===== src/rtl/dsap_pkg.sv =====
package dsap_pkg;

   localparam int unsigned WATCH_STRIDE = 8;
   localparam int unsigned SAFE_SLOT    = 4;

   // Implemented width of the register at one address; 0 marks a hole.
   function automatic int unsigned slot_width(input int unsigned addr,
                                              input int unsigned ctrl_w,
                                              input int unsigned stat_w,
                                              input bit          has_vec,
                                              input int unsigned n_watch);
      int unsigned unit;
      int unsigned ofs;
      unit = addr / WATCH_STRIDE;
      ofs  = addr % WATCH_STRIDE;
      if (unit >= 1 && unit <= n_watch) begin
         if (ofs < 4)       return 32;
         else if (ofs == 4) return 9;
         else if (ofs == 5) return 8;
         else               return 0;
      end
      case (addr)
         0:       return ctrl_w;
         1:       return stat_w;
         2:       return has_vec ? 8 : 0;
         4:       return 6;
         5:       return 32;
         default: return 0;
      endcase
   endfunction

   function automatic logic [63:0] low_ones(input int unsigned w);
      if (w >= 64) return '1;
      return (64'd1 << w) - 64'd1;
   endfunction

endpackage


===== src/rtl/dsap_pulse.sv =====
module dsap_pulse #(
   parameter int unsigned N = 2
) (
   input  logic         clk,
   input  logic         rst_n,
   input  logic [N-1:0] lvl,
   output logic [N-1:0] evt
);
   logic [N-1:0] lvl_q;

   always_ff @(posedge clk or negedge rst_n) begin
      if (!rst_n) lvl_q <= '0;
      else        lvl_q <= lvl;
   end

   assign evt = lvl & ~lvl_q;
endmodule


===== src/rtl/dsap_shift.sv =====
module dsap_shift #(
   parameter int unsigned CHAIN_W = 38
) (
   input  logic               clk,
   input  logic               rst_n,
   input  logic               cap_evt,
   input  logic               shift_en,
   input  logic               tdi,
   input  logic [CHAIN_W-1:0] cap_val,
   output logic [CHAIN_W-1:0] chain_q,
   output logic               tdo
);
   always_ff @(posedge clk or negedge rst_n) begin
      if (!rst_n)        chain_q <= '0;
      else if (cap_evt)  chain_q <= cap_val;
      else if (shift_en) chain_q <= {tdi, chain_q[CHAIN_W-1:1]};
   end

   assign tdo = chain_q[0];
endmodule


===== src/rtl/dsap_map.sv =====
module dsap_map
   import dsap_pkg::*;
#(
   parameter int unsigned ADDR_W  = 5,
   parameter int unsigned DATA_W  = 32,
   parameter int unsigned CTRL_W  = 6,
   parameter int unsigned STAT_W  = 5,
   parameter bit          HAS_VEC = 1'b1,
   parameter int unsigned N_WATCH = 2
) (
   input  logic [ADDR_W-1:0] wr_addr,
   input  logic [ADDR_W-1:0] rd_addr,
   output logic              wr_hit,
   output logic [DATA_W-1:0] wr_mask,
   output logic              rd_hit,
   output logic [DATA_W-1:0] rd_mask
);
   localparam int unsigned NREG = 1 << ADDR_W;

   logic [DATA_W-1:0] mask_tab [NREG];
   logic [NREG-1:0]   hit_tab;

   for (genvar a = 0; a < NREG; a++) begin : g_slot
      localparam int unsigned W_RAW = slot_width(a, CTRL_W, STAT_W, HAS_VEC, N_WATCH);
      localparam int unsigned W     = (W_RAW > DATA_W) ? DATA_W : W_RAW;
      localparam logic [63:0] M64   = low_ones(W);
      assign mask_tab[a] = M64[DATA_W-1:0];
      assign hit_tab[a]  = (W != 0);
   end

   assign wr_hit  = hit_tab[wr_addr];
   assign wr_mask = mask_tab[wr_addr];
   assign rd_hit  = hit_tab[rd_addr];
   assign rd_mask = mask_tab[rd_addr];
endmodule


===== src/rtl/dbg_scan_port.sv =====
module dbg_scan_port
   import dsap_pkg::*;
#(
   parameter int unsigned ADDR_W    = 5,
   parameter int unsigned DATA_W    = 32,
   parameter int unsigned CTRL_W    = 6,
   parameter int unsigned STAT_W    = 5,
   parameter bit          HAS_VEC   = 1'b1,
   parameter int unsigned N_WATCH   = 2,
   parameter int unsigned SAFE_ADDR = SAFE_SLOT,
   localparam int unsigned NREG     = 1 << ADDR_W
) (
   input  logic              clk,
   input  logic              rst_n,
   input  logic              cap_dr,
   input  logic              shift_dr,
   input  logic              upd_dr,
   input  logic              tdi,
   output logic              tdo,
   output logic [ADDR_W-1:0] rd_addr_o,
   output logic [NREG-1:0]   rd_strb_o,
   input  logic [DATA_W-1:0] rd_data_i,
   output logic [NREG-1:0]   wr_strb_o,
   output logic [DATA_W-1:0] wr_data_o
);
   localparam int unsigned CHAIN_W  = DATA_W + ADDR_W + 1;
   localparam int unsigned FLAG_BIT = CHAIN_W - 1;
   localparam int unsigned HDR_W    = CHAIN_W - DATA_W;

   // Elaboration-time parameter checks
   if (ADDR_W < 5 || ADDR_W > 8) begin : g_bad_addr
      $error("ADDR_W must be 5..8");
   end
   if (DATA_W < 8 || DATA_W > 64) begin : g_bad_data
      $error("DATA_W must be 8..64");
   end
   if (CTRL_W < 1 || CTRL_W > DATA_W || STAT_W < 1 || STAT_W > DATA_W) begin : g_bad_w
      $error("CTRL_W and STAT_W must be 1..DATA_W");
   end
   if (N_WATCH > NREG / WATCH_STRIDE - 1) begin : g_bad_watch
      $error("N_WATCH does not fit the address space");
   end
   if (SAFE_ADDR >= NREG ||
       slot_width(SAFE_ADDR, CTRL_W, STAT_W, HAS_VEC, N_WATCH) == 0) begin : g_bad_safe
      $error("SAFE_ADDR must be a mapped address");
   end

   logic [1:0]          evt;
   logic                cap_evt, upd_evt;
   logic [CHAIN_W-1:0]  chain_q, cap_val;
   logic [ADDR_W-1:0]   sc_addr, rd_addr_q;
   logic [DATA_W-1:0]   sc_data, wr_mask, rd_mask, wr_data_q;
   logic                sc_flag, wr_hit, rd_hit;
   logic [NREG-1:0]     wr_strb_q;

   dsap_pulse #(.N(2)) u_pulse (
      .clk   (clk),
      .rst_n (rst_n),
      .lvl   ({upd_dr, cap_dr}),
      .evt   (evt)
   );
   assign cap_evt = evt[0];
   assign upd_evt = evt[1];

   dsap_shift #(.CHAIN_W(CHAIN_W)) u_shift (
      .clk      (clk),
      .rst_n    (rst_n),
      .cap_evt  (cap_evt),
      .shift_en (shift_dr),
      .tdi      (tdi),
      .cap_val  (cap_val),
      .chain_q  (chain_q),
      .tdo      (tdo)
   );

   assign sc_data = chain_q[DATA_W-1:0];
   assign sc_addr = chain_q[DATA_W +: ADDR_W];
   assign sc_flag = chain_q[FLAG_BIT];

   dsap_map #(
      .ADDR_W  (ADDR_W),
      .DATA_W  (DATA_W),
      .CTRL_W  (CTRL_W),
      .STAT_W  (STAT_W),
      .HAS_VEC (HAS_VEC),
      .N_WATCH (N_WATCH)
   ) u_map (
      .wr_addr (sc_addr),
      .rd_addr (rd_addr_q),
      .wr_hit  (wr_hit),
      .wr_mask (wr_mask),
      .rd_hit  (rd_hit),
      .rd_mask (rd_mask)
   );

   // Capture value: header bits zero, data masked, holes read zero.
   assign cap_val = rd_hit ? {{HDR_W{1'b0}}, rd_data_i & rd_mask} : '0;

   // Update handling
   always_ff @(posedge clk or negedge rst_n) begin
      if (!rst_n) begin
         rd_addr_q <= ADDR_W'(SAFE_ADDR);
         wr_strb_q <= '0;
         wr_data_q <= '0;
      end else begin
         wr_strb_q <= '0;
         if (upd_evt) begin
            if (sc_flag) begin
               if (wr_hit) begin
                  wr_strb_q <= NREG'(1) << sc_addr;
                  wr_data_q <= sc_data & wr_mask;
               end
            end else begin
               rd_addr_q <= sc_addr;
            end
         end
      end
   end

   assign rd_addr_o = rd_addr_q;
   assign rd_strb_o = (cap_evt && rd_hit) ? (NREG'(1) << rd_addr_q) : '0;
   assign wr_strb_o = wr_strb_q;
   assign wr_data_o = wr_data_q;
endmodule


===== config.mk =====
export PLATFORM = sky130hd
export DESIGN_NAME = dbg_scan_port
export DESIGN_NICKNAME = d
export VERILOG_FILES = /design/src/rtl/dsap_pkg.sv /design/src/rtl/dsap_pulse.sv /design/src/rtl/dsap_shift.sv /design/src/rtl/dsap_map.sv /design/src/rtl/dbg_scan_port.sv
export SDC_FILE = /design/constraint.sdc
export NUM_CORES = 1
export LEC_CHECK = 0
export ABC_AREA = 1
export ABC_CLOCK_PERIOD_IN_PS = 2600
export BUFFER_PORTS_ARGS = -buffer_cell sky130_fd_sc_hd__buf_2
export CORE_MARGIN = 3
export CORE_UTILIZATION = 53
export CTS_CLUSTER_DIAMETER = 80
export DETAILED_ROUTE_END_ITERATION = 6
export MAX_ROUTING_LAYER = met4
export PLACE_DENSITY = 0.8
export RECOVER_POWER = 50
export SETUP_SLACK_MARGIN = 0.4
export SYNTH_ARGS = -nofsm -noshare
export SYNTH_HDL_FRONTEND = slang
export SYNTH_HIERARCHICAL = 1
export SYNTH_SLANG_ARGS = --single-unit

===== constraint.sdc =====
create_clock -name clk -period 2.6 [get_ports clk]
set_clock_uncertainty 0.1 [all_clocks]
set_input_delay 0.13 -clock clk [delete_from_list [all_inputs] [get_ports clk]]
set_output_delay 0.13 -clock clk [all_outputs]
set_load 0.005 [all_outputs]

# Word-level counts from Yosys, hierarchy flattened
# Memories as Yosys holds them, arrays and structs flattened.
# Cells that the tools add are included.
# W data, S select, Z words.
[classes]
n_reduce_logical = 4
muxes = 13
n_lt_le_gt_ge = 4
shifts = 2
n_bitwise = 7
[op_table]
columns = ["op", "count"]
rows = [
  ["$mux W32", 9],
  ["$mux W38", 2],
  ["$and A32 B32 Y32", 2],
  ["$shl A1 B5 Y32 const A", 2],
  ["$ge A6 B6 Y1 const B", 2],
  ["$lt A5 B6 Y1 const B", 2],
  ["$not A5 Y6", 2],
  ["$reduce_and A3 Y1", 1],
  ["$and A2 B2 Y2", 1],
  ["$mux W1", 2],
  ["$not A2 Y2", 1],
  ["$reduce_and A2 Y1", 1],
  ["$reduce_bool A2 Y1", 1],
  ["$logic_and A1 B1 Y1", 1],
  ["$not A1 Y1", 1],
]
[totals]
out_inout_bits = 102
wordCells = 39
mem_count = 4
register_bits = 109
rom_bits = 2112
[memory_table]
columns = ["memory", "depth", "word_bits", "read_ports", "rd_ports_with_merged_regs", "wr", "line", "rtl"]
rows = [
  ["(no name shown)", 32, 32, 1, 0, 0, "dsap_map.sv:34", "assign rd_mask = mask_tab[rd_addr];"],
  ["(no name shown)", 32, 32, 1, 0, 0, "dsap_map.sv:32", "assign wr_mask = mask_tab[wr_addr];"],
  ["(no name shown)", 32, 1, 1, 0, 0, "dsap_map.sv:33", "assign rd_hit = hit_tab[rd_addr];"],
  ["(no name shown)", 32, 1, 1, 0, 0, "dsap_map.sv:31", "assign wr_hit = hit_tab[wr_addr];"],
]

# Longest topological paths before layout
# Gate-level depths: netlist of the first run.
[depth]
ltp_word = 7
ltp_mapped = 10
depth_no_buf = 10

# Hierarchy
# Netlist of the first run, hierarchy kept.
[by_module_without_submodules]
columns = ["mod", "n_inst", "seq_area_each_um2", "area_each_um2", "cells_per_inst"]
rows = [
  ["dbg_scan_port", 1, 1727.9, 3025.4, 380],
  ["dsap_shift", 1, 950.9, 1735.4, 209],
  ["dsap_map", 1, 0.0, 681.9, 117],
  ["dsap_pulse", 1, 50.0, 70.1, 6],
]

# Least setup slack after synthesis of the first run
# No wires, ideal clock.
[synth_timing]
kind = "register to register"
startpoint = "reg rd_addr_q[2], in the netlist rd_addr_o[2]"
endpoint = "reg u_shift.chain_q[10]"
stages_incl_launch_ff = 10
t_arrival_ns = 1.728
setup_ns = 0.069
n_path_buf = 1
setup_slack_ns = 0.703
t_required_ns = 2.431
path_cell_list = "dfstp_2 -> nand2_2 -> clkinv_1 -> nand2_2 -> a21oi_2 -> buf_4 -> nand2_1 -> nor2_1 -> nand2_1 -> nand3_1"
[synth_via]
elab_chain_cells = 7
elab_cells_between_ends = 9
cone_classes = "mux (5); bitwise (2); memory (2)"
[synth_rtl]
columns = ["element", "line", "rtl"]
rows = [
  ["from (decl)", "dbg_scan_port.sv:51", "logic [ADDR_W-1:0] sc_addr, rd_addr_q;"],
  ["from (signal assigned)", "dbg_scan_port.sv:102", "rd_addr_q <= ADDR_W'(SAFE_ADDR);"],
  ["from (signal assigned)", "dbg_scan_port.sv:114", "rd_addr_q <= sc_addr;"],
  ["$not A5 Y6 (implied by the code)", "dsap_map.sv:34", ""],
  ["$mem_v2 Z32 W32", "n/a", ""],
  ["$mux W32 (implied by the code) (2 in series)", "dsap_map.sv:34", ""],
  ["net rd_mask[10]", "dbg_scan_port.sv:52", "logic [DATA_W-1:0] sc_data, wr_mask, rd_mask, wr_data_q;"],
  ["$and A32 B32 Y32", "dbg_scan_port.sv:97", "assign cap_val = rd_hit ? {{HDR_W{1'b0}}, rd_data_i & rd_mask} : '0;"],
  ["$mux W32", "dbg_scan_port.sv:97", ""],
  ["net cap_val[10]", "dbg_scan_port.sv:50", "logic [CHAIN_W-1:0] chain_q, cap_val;"],
  ["$mux W38", "dsap_shift.sv:15", "else if (cap_evt) chain_q <= cap_val;"],
  ["to (signal assigned)", "dsap_shift.sv:15", ""],
  ["to (signal assigned)", "dsap_shift.sv:16", "else if (shift_en) chain_q <= {tdi, chain_q[CHAIN_W-1:1]};"],
  ["to (decl)", "dsap_shift.sv:10", "output logic [CHAIN_W-1:0] chain_q,"],
]
# The timed path passes the listed nets, and every way through them passes these cells. The select of a mux whose other input is x is not followed.
# A chain may end at the register's enable or synchronous reset.

# Worst setup path after layout of the first run
[layout_timing]
startpoint = "reg rd_addr_q[2], in the netlist rd_addr_o[2]"
endpoint = "out rd_strb_o[10]"
[layout_via]
elab_chain_cells = 4
elab_cells_between_ends = 5
cone_classes = "shift (1); mux (2); reduce/logical (1); memory (1)"
[layout_rtl]
columns = ["element", "line", "rtl"]
rows = [
  ["$mem_v2 Z32 W1", "n/a", ""],
  ["$mux W1 (implied by the code)", "dsap_map.sv:33", ""],
  ["net rd_hit", "dbg_scan_port.sv:53", "logic sc_flag, wr_hit, rd_hit;"],
  ["$logic_and A1 B1 Y1", "dbg_scan_port.sv:121", "assign rd_strb_o = (cap_evt && rd_hit) ? (NREG'(1) << rd_addr_q) : '0;"],
  ["$mux W32", "dbg_scan_port.sv:121", ""],
  ["to (decl)", "dbg_scan_port.sv:21", "output logic [NREG-1:0] rd_strb_o,"],
]
# The timed path passes the listed nets, and every way through them passes these cells. The select of a mux whose other input is x is not followed.

==> flow_metrics.py, run 1 <==
metrics = {
    "worst_hold_path": {
        "hold_path_end": "u_shift/chain_q[0]",
        "hold_depth": 5,
        "holdCritPathClass": "in -> reg",
        "hp-start": "rd_data_i[0]",
    },
    "clock_tree": {
        "cts.reportedPaths.clkPinSlew_ps": 100,
        "root_buffer": "clkbuf_8",
        "clockBufferDepth": 2,
        "cts_buffers": 9,
        "insertion_delay_ps": 370,
        "cts-htree-levels": 3,
        "cts_tree": "yes",
        "clock-sinks": 109,
    },
    "finish": {
        "antennaDiodeCount": 0,
        "fin_util_pct": 64.2,
        "drive_above_1_share_pct": 21.6,
        "nFillCells": 843,
        "multi_input_area_sq_um": 2110,
        "fin_cells": 957,
        "regArea_sq_um": 2730,
        "area.growth.synth_to_final_pct": 16.0,
        "fin_nets": 857,
    },
    "sta": {
        "worst_pin_slew_ps": 1450,
        "hold_viol_final": 0,
        "rsz0062_at_grt": "false",
        "setup_violations": 0,
        "tns_ps": 0,
        "post-route-period-util_pct": 81.6,
        "finalCriticalPeriod_ps": 2120,
        "max_freq_mhz": 471,
        "slew_violations": 0,
        "layout_setup_ws_ps": 478,
        "slew_headroom_pct": 3.36,
    },
    "critical_path": {
        "cp_data_required_time_ps": 2370,
        "r2r_setup_slack_ps": 510,
        "endpoint_kind": "output port",
        "cp_max_fo": 8,
        "worst_setup_path_start_kind": "register",
        "rr_worst_depth": 8,
        "path_class": "reg -> out",
        "arrival_ps": 1890,
        "worstReg2RegStart": "u_shift/chain_q[33]",
        "r2r-end": "wr_data_o[2]",
    },
    "grt": {
        "grt_pass1_wl_um": 22300,
        "grt.total_usage_pct": 24.6,
        "first_global_vias": 4813,
        "grt_max_degree": 110,
        "antenna_found_initial": 0,
        "grt.overflow.total": 0,
    },
    "drt": {
        "vias": 5059,
        "wl_per_cell_um": 14.1,
        "via_per_inst": 5.29,
        "drtIter0Drc": 494,
        "antenna_left": 0,
        "drcViolationCount": 0,
        "first_pass_iters": 5,
        "routed_wl_um": 13500,
    },
    "synth": {
        "ys_ff_latch": 109,
        "synth.cell_area_sq_um": 5510,
        "ys_warn_count": 6,
        "synth.area.top_cells": "dfrtp_1 49%, nand2_1 14%, nand3_1 9.4%",
        "syn_inst": 712,
        "yosysSeqAreaShare_pct": 49.5,
        "synth_top_area_share_pct": 49.0,
        "avgSynthCellArea_sq_um": 7.74,
        "synth_cell_types": 23,
        "yosys.area.top_type": "dfrtp_1",
    },
    "die": {
        "die_h_um": 108,
        "fp.dieW_um": 108,
        "rows": 36,
        "ios": 140,
        "core_area_sq_um": 9950,
        "initial_core_util_pct": 55.4,
        "fp.dieArea_sq_um": 11700,
    },
    "placement": {
        "io_buffers": 139,
        "dp_slack_ps": 360,
        "place.gp.congestion": 0.837,
        "dp_hpwl_um": 8770,
        "place_inst": 909,
    },
    "power": {
        "powerDensity_nw_per_um2": 701,
        "irDropWorstVdd_mv": 0.363,
        "leakagePower_nw": 3.28,
        "p_total_mw": 4.48,
    },
    "run": {
        "cap_violations": 0,
    },
    "outcome": {
        "status": "completed",
    },
}
placed cells by master, fill, tap and decap left out, types with 2 or more instances in the layout:
cell           netlist  final
clkbuf_8             0     12
buf_2               17    112
nor3_1               2      2
dfrtp_2              0      4
clkbuf_1            12     25
a21oi_1              2      2
nand3_1            104    103
nor2_2               2      3
clkinv_1             3      3
dlygate4sd3_1        0     17
buf_4               63     25
o21bai_1             2      2
o21ai_0             38     37
inv_2                3      3
dfrtp_1            108    104
nand2_1            204    201
nand4_1             13     13
conb_1               1      6
inv_1               19     19
clkbuf_4             0      3
nor2_1             111    109
nand2_2              2      5
critical path: stages, from the launching register on:
cell and delay [ps]:
dfstp_2 590, nand2_2 90, inv_1 70, nor2_2 40, inv_1 80, nand2_2 90
nand3b_1 160, clkbuf_4 220, nor2_1 60, buf_2 120
per-layer routing:
layer | vias to the layer above | wire length [um] | GRT usage (%)
met1 | 2347 | 5720 | 31.4
met2 | 249 | 6560 | 39.6
met3 | 41 | 914 | 4.36
met4 | 0 | 342 | 9.02
met5 | - | 0 | -
li1 | 2422 | - | -
cell usage after synthesis:
library cell	count
a21oi_1	2
a21oi_2	1
buf_2	17
buf_4	63
buf_6	2
clkbuf_1	12
clkinv_1	3
conb_1	1
dfrtp_1	108
dfstp_2	1
inv_1	19
inv_2	3
nand2_1	204
nand2_2	2
nand3_1	104
nand3_2	1
nand3b_1	1
nand4_1	13
nor2_1	111
nor2_2	2
nor3_1	2
o21ai_0	38
o21bai_1	2
logic make-up (layout without fill, tap and decap cells):
group           after synthesis  after routing  synth area share, %
compound gates               43             43                 4.06
simple gates                440            440                 33.3
other cells                   1              6               0.0680
buf+inv                     119            226                 13.1
flops                       109            109                 49.5
through the flow:
stage	cell area [sq um]	hold slack [ps]
finish	6390	16.2
CTS	6350	1.71
detailed placement	5910	151
global placement	5910	148
global route	6390	17.3
floorplan	5530	-266
how the worst max path moves through the flow:
stage,start,endpoint,slack [ps],depth (start not counted)
4_1_cts,u_shift/chain_q[33],wr_data_o[2],490,8
3_5_place_dp,rd_addr_o[1],rd_strb_o[26],360,8
3_3_place_gp,rd_addr_o[1],rd_strb_o[8],530,8
2_1_floorplan,rd_addr_o[2],u_shift/chain_q[10],700,9
5_1_grt,rd_addr_o[1],rd_strb_o[11],380,7
6_report,rd_addr_o[2],rd_strb_o[10],480,9
cell type report:
class / count / share of cell area, %
clock buffers: 12 / 2.58
repair buffers: 185 / 16.7
multi-input cells: 489 / 33.0
flip-flops and latches: 109 / 42.8
clock inverters: 4 / 0.822
well taps: 133 / 2.60
inverters: 25 / 1.47
sequential cells by signal (all words and copies together) (netlist names):
register         flops
u_shift/chain_q     38
wr_strb_o           32
u_pulse/lvl_q        2
wr_data_o           32
rd_addr_o            5
repair_timing:
item,in CTS,in global routing
pin swaps,1,1
hold endpoints to repair,123,1
gates cloned,0,1
setup buffers,6,8
gates resized for setup,6,7
endpoints found under the setup margin,32,55
hold buffers,16,1
power breakdown:
part	total, mW	internal (mW)	switching [mW]
logic	1.24	0.465	0.780
clock network	1.09	0.529	0.564
registers	2.14	1.93	0.214
(Power assumes the default switching activity.)
==> run 2: changes to the inputs <==
Settings changed: ABC_CLOCK_PERIOD_IN_PS 2600 to 1800, CORE_UTILIZATION 53 to 48, PLACE_DENSITY 0.8 to 0.76.
Clock period 2.6 ns to 1.8 ns, I/O delays scaled along.
==> flow_metrics.py, run 2 (synthesis results as in run 1) <==
metrics = {
    "critical_path": {
        "worst_setup_path_start_kind": "register",
        "arrival_ps": 2150,
        "cp_max_fo": 5,
        "path_class": "reg -> reg",
        "endpoint_kind": "register",
        "cp_data_required_time_ps": 1930,
        "rr_worst_depth": 15,
    },
    "placement": {
        "place_area_sq_um": 6190,
        "dp_hpwl_um": 9260,
        "place_inst": 925,
        "dp_slack_ps": 10.7,
        "place.gp.congestion": 0.815,
        "io_buffers": 139,
    },
    "clock_tree": {
        "root_buffer": "clkbuf_16",
        "cts_tree": "yes",
        "insertion_delay_ps": 350,
        "cts_buffers": 9,
        "cts-htree-levels": 3,
        "cts.reportedPaths.clkPinSlew_ps": 70,
        "clockBufferDepth": 2,
        "clock-sinks": 109,
    },
    "sta": {
        "rsz0062_at_grt": "true",
        "post-route-period-util_pct": 112,
        "tns_ps": -7890,
        "layout_setup_ws_ps": -221,
        "slew_violations": 0,
        "hold_viol_final": 2,
        "whs_ps": -14.5,
        "worst_pin_slew_ps": 720,
        "slew_headroom_pct": 52.0,
        "setup_violations": 64,
        "max_freq_mhz": 495,
        "finalCriticalPeriod_ps": 2020,
    },
    "drt": {
        "via_per_inst": 5.69,
        "vias": 5801,
        "drtIter0Drc": 687,
        "first_pass_iters": 7,
        "antenna_left": 0,
        "drcViolationCount": 0,
        "routed_wl_um": 18900,
        "wl_per_cell_um": 18.5,
    },
    "power": {
        "irDropWorstVdd_mv": 0.493,
        "p_total_mw": 8.36,
        "p_int_mw": 5.42,
        "netSwitchingFraction_pct": 35.2,
        "clockPowerShare_pct": 26.0,
        "p_comb_share_pct": 36.8,
        "leakagePower_nw": 3.95,
        "powerDensity_nw_per_um2": 1030,
        "p_switching_mw": 2.94,
        "p_seq_share_pct": 37.2,
    },
    "finish": {
        "mostFrequentLayoutCell": "nand2_1",
        "drive_above_1_share_pct": 44.6,
        "fin_nets": 912,
        "fin_util_pct": 73.4,
        "final_area_sq_um": 8090,
        "top_register": "u_shift/chain_q",
        "antennaDiodeCount": 0,
        "fin_cells": 1019,
        "largest_reg_flops": 38,
        "area.growth.synth_to_final_pct": 46.8,
        "final_cell_mix": "182 x nand2_1, 129 x buf_2, 101 x dfrtp_1",
    },
    "die": {
        "rows": 38,
        "fp.dieW_um": 113,
        "fp.dieArea_sq_um": 12800,
        "initial_core_util_pct": 50.0,
        "core_area_sq_um": 11000,
        "die_h_um": 113,
        "ios": 140,
    },
    "grt": {
        "grt.total_usage_pct": 27.9,
        "grt_max_degree": 39,
        "grt_pass1_wl_um": 27400,
        "first_global_vias": 5396,
        "grt.overflow.total": 0,
        "antenna_found_initial": 0,
    },
    "outcome": {
        "violations": "negative hold slack, negative setup slack",
        "status": "finished with violations",
    },
    "worst_hold_path": {
        "hold_depth": 5,
        "holdCritPathClass": "in -> reg",
    },
    "run": {
        "cap_violations": 0,
    },
}
==> run 2: what timing repair did <==
item	4_1_cts	5_1_grt
pin swaps	19	44
setup buffers	32	14
gates resized for setup	110	108
endpoints found under the setup margin	134	139
cloned	13	1
hold buffers	18	0
hold endpoints to repair	105	0
==> run 2: cell type report <==
type,instances,area [sq um]
Tap cell,140,175
Clock buffer,12,256
Timing Repair Buffer,238,1900
Inverter,25,118
Multi-Input combinational cell,491,2840
Sequential cell,109,2740
Clock inverter,4,70.1
Fill cell,722,2940
==> run 2: final timing paths <==
check / from / slack (ps) / end
hold reg to reg: wr_data_o[13] / 380 / wr_data_o[13]
min in group asynchronous: rst_n / 230 / wr_data_o[0]
max in group asynchronous: rst_n / 170 / rd_addr_o[1]
setup / recovery: rd_addr_o[2] / -220 / u_shift/chain_q[8]
hold / removal: rd_data_i[9] / -10 / u_shift/chain_q[9]
setup reg to reg: rd_addr_o[2] / -220 / u_shift/chain_q[8]
==> run 2: critical path, cell delays in order, from the launching register on <==
cell and delay [ps]:
dfstp_2 590, nand2_2 80, buf_4 140, buf_6 110, buf_6 100, buf_6 100
buf_6 100, buf_6 110, nand3_4 50, nand2_1 50, nand2_1 70, nand2_1 50
nand2_1 60, nor2_1 50, nand2_1 70, nand3_1 70
==> run 2: metal layers <==
metal | up-vias | share of wire (%) | GRT usage, %
li1 | 2544 | - | -
met1 | 2751 | 36 | 34.0
met2 | 416 | 50 | 44.6
met3 | 90 | 11 | 6.68
met4 | 0 | 4.0 | 11.9
met5 | - | 0 | -
==> run 2: power by group through the flow <==
stage / clock [mW] / combinational, mW / sequential (mW)
final: 2.17 / 3.08 / 3.11
after global routing: 2.28 / 3.29 / 3.15
after CTS: 2.17 / 2.65 / 3.07
after detailed placement: 0 / 1.85 / 3.11
after global placement: 0 / 1.82 / 3.09
after floorplan: 0 / 1.73 / 3.08
==> run 3: changes to the inputs <==
Settings changed: CELL_PAD_IN_SITES_DETAIL_PLACEMENT set to 0, CELL_PAD_IN_SITES_GLOBAL_PLACEMENT set to 1, CORE_UTILIZATION 48 to 35, PLACE_DENSITY 0.76 to not set, PLACE_DENSITY_LB_ADDON set to 0.1.
==> flow_metrics.py, run 3 (synthesis results as in run 1) <==
metrics = {
    "outcome": {
        "status": "finished with violations",
        "violations": "negative setup slack",
    },
    "drt": {
        "vias": 5367,
        "via_per_inst": 4.88,
        "antenna_left": 0,
        "drcViolationCount": 0,
        "routed_wl_um": 17700,
        "first_pass_iters": 6,
        "wl_per_cell_um": 16.1,
        "drtIter0Drc": 255,
    },
    "critical_path": {
        "setup.worst_path.start": "rd_addr_o[2]",
        "r2r-end": "u_shift/chain_q[23]",
        "arrival_ps": 1790,
        "critical_path_buf_inv_count": 4,
        "cp_slowest_cell": "dfstp_2",
        "cpPeakStageDelay_ps": 600,
        "crit_chain": "nand2_2 > inv_2 > nor2_4 > inv_2 > nand2_4 > nand3b_1 > buf_12 > nor2_1 > buf_2",
        "crit_path_frequent_cell": "inv_2",
        "r2r_setup_slack_ps": -120,
        "cpLargestDelayFamily": "flip-flops",
        "worstReg2RegStart": "rd_addr_o[2]",
        "cp_max_fo": 16,
        "path_class": "reg -> out",
        "worst_setup_path_start_kind": "register",
        "rr_worst_depth": 13,
        "cp_data_required_time_ps": 1610,
        "endpoint_kind": "output port",
    },
    "power": {
        "clockPowerShare_pct": 25.7,
        "p_total_mw": 8.17,
        "netSwitchingFraction_pct": 35.6,
        "leakagePower_nw": 3.96,
        "p_seq_share_pct": 38.1,
        "p_int_mw": 5.26,
        "p_comb_share_pct": 36.2,
        "irDropWorstVdd_mv": 0.659,
        "p_switching_mw": 2.91,
        "powerDensity_nw_per_um2": 977,
    },
    "finish": {
        "nFillCells": 1484,
        "mostFrequentLayoutCell": "nand2_1",
        "drive_above_1_share_pct": 42.9,
        "antennaDiodeCount": 0,
        "fin_nets": 922,
        "regArea_sq_um": 2740,
        "fin_util_pct": 54.6,
        "top_register": "u_shift/chain_q",
        "multi_input_area_sq_um": 2880,
        "fin_cells": 1100,
        "area.growth.synth_to_final_pct": 51.7,
        "largest_reg_flops": 38,
        "final_cell_mix": "162 x nand2_1, 126 x buf_2, 102 x dfrtp_1",
    },
    "grt": {
        "first_global_vias": 5436,
        "grt_pass1_wl_um": 28600,
        "grt_max_degree": 66,
        "grt.overflow.total": 0,
        "antenna_found_initial": 0,
        "grt.total_usage_pct": 21.0,
    },
    "clock_tree": {
        "cts_buffers": 9,
        "root_buffer": "clkbuf_16",
        "clockBufferDepth": 2,
        "clock-sinks": 109,
        "cts-htree-levels": 3,
        "cts_tree": "yes",
        "insertion_delay_ps": 360,
        "cts.reportedPaths.clkPinSlew_ps": 70,
    },
    "die": {
        "die_h_um": 132,
        "fp.dieArea_sq_um": 17300,
        "ios": 140,
        "fp.dieW_um": 132,
        "rows": 45,
        "initial_core_util_pct": 36.0,
        "core_area_sq_um": 15300,
    },
    "placement": {
        "dp_slack_ps": 138,
        "dp_hpwl_um": 9790,
        "place_inst": 996,
        "io_buffers": 139,
        "place.gp.congestion": 0.756,
    },
    "sta": {
        "post-route-period-util_pct": 110,
        "finalCriticalPeriod_ps": 1980,
        "hold_viol_final": 0,
        "max_freq_mhz": 505,
        "layout_setup_ws_ps": -180,
        "slew_headroom_pct": 55.0,
        "setup_violations": 61,
        "slew_violations": 0,
        "tns_ps": -6420,
        "worst_pin_slew_ps": 675,
        "rsz0062_at_grt": "true",
    },
    "run": {
        "cap_violations": 0,
    },
    "worst_hold_path": {
        "holdCritPathClass": "in -> reg",
        "hp-start": "rd_data_i[5]",
        "hold_depth": 5,
        "hold_path_end": "u_shift/chain_q[5]",
    },
}
## run 3: cell count changes in the layout (fill, tap and decap cells not counted), moves of 9 or more
cell | before | now
nand2_1 | 182 | 162
dlygate4sd3_1 | 18 | 35
o21ai_1 | 1 | 14
o21ai_2 | 31 | 19
nand2_4 | 10 | 21
nor2_1 | 43 | 53
nor2_2 | 24 | 14
buf_4 | 36 | 27
buf_6 | 19 | 28
## run 3: power groups by stage
stage / Combinational, mW / Clock [mW] / Sequential (mW)
2_1_floorplan: 1.73 / 0 / 3.08
3_3_place_gp: 1.91 / 0 / 3.09
3_5_place_dp: 1.91 / 0 / 3.10
4_1_cts: 2.68 / 2.17 / 3.08
5_1_grt: 3.24 / 2.27 / 3.16
6_report: 2.96 / 2.10 / 3.11
## run 3: cell type report
class	instances	area share, %
inverter	25	1.45
clock buffer	9	2.69
multi-input combinational	490	34.4
timing repair buffer	249	24.5
clock inverter	7	1.03
sequential	109	32.7
tap	211	3.16
## run 3: how the worst max path moves through the flow
stage / to / cells past startpoint
global placement: rd_strb_o[2] / 9
CTS: rd_strb_o[27] / 6
detailed placement: wr_data_o[18] / 9
global route: rd_strb_o[9] / 9
finish: rd_strb_o[14] / 9
floorplan: u_shift/chain_q[11] / 9
## run 3: worst min-delay path: cells and delay by family
family,cells,cell delay [ps]
simple gates,4,220
buf+inv,1,110
## run 3: routing by layer
layer / share of wire, % / track usage (%) / wire [um] / up-vias
met5: 0 / - / 0 / -
met4: 1.8 / 5.66 / 320 / 0
met3: 5.6 / 4.86 / 995 / 17
met2: 52 / 35.5 / 9140 / 155
met1: 41 / 25.4 / 7210 / 2621
li1: - / - / - / 2574
## run 3: timing repair
action	CTS	global route
endpoints found under the setup margin	135	137
cloned	11	1
gates resized for setup	110	121
hold buffers	35	0
pin swaps	14	40
endpoints found under the hold margin	142	0
buffers inserted	29	12
## run 3: stage by stage
stage | cell area [sq um] | hold slack [ps]
finish | 8360 | 12.2
global route | 8360 | 43.0
CTS | 7790 | 8.43
detailed placement | 6280 | -154
global placement | 6280 | -155
floorplan | 5780 | -306
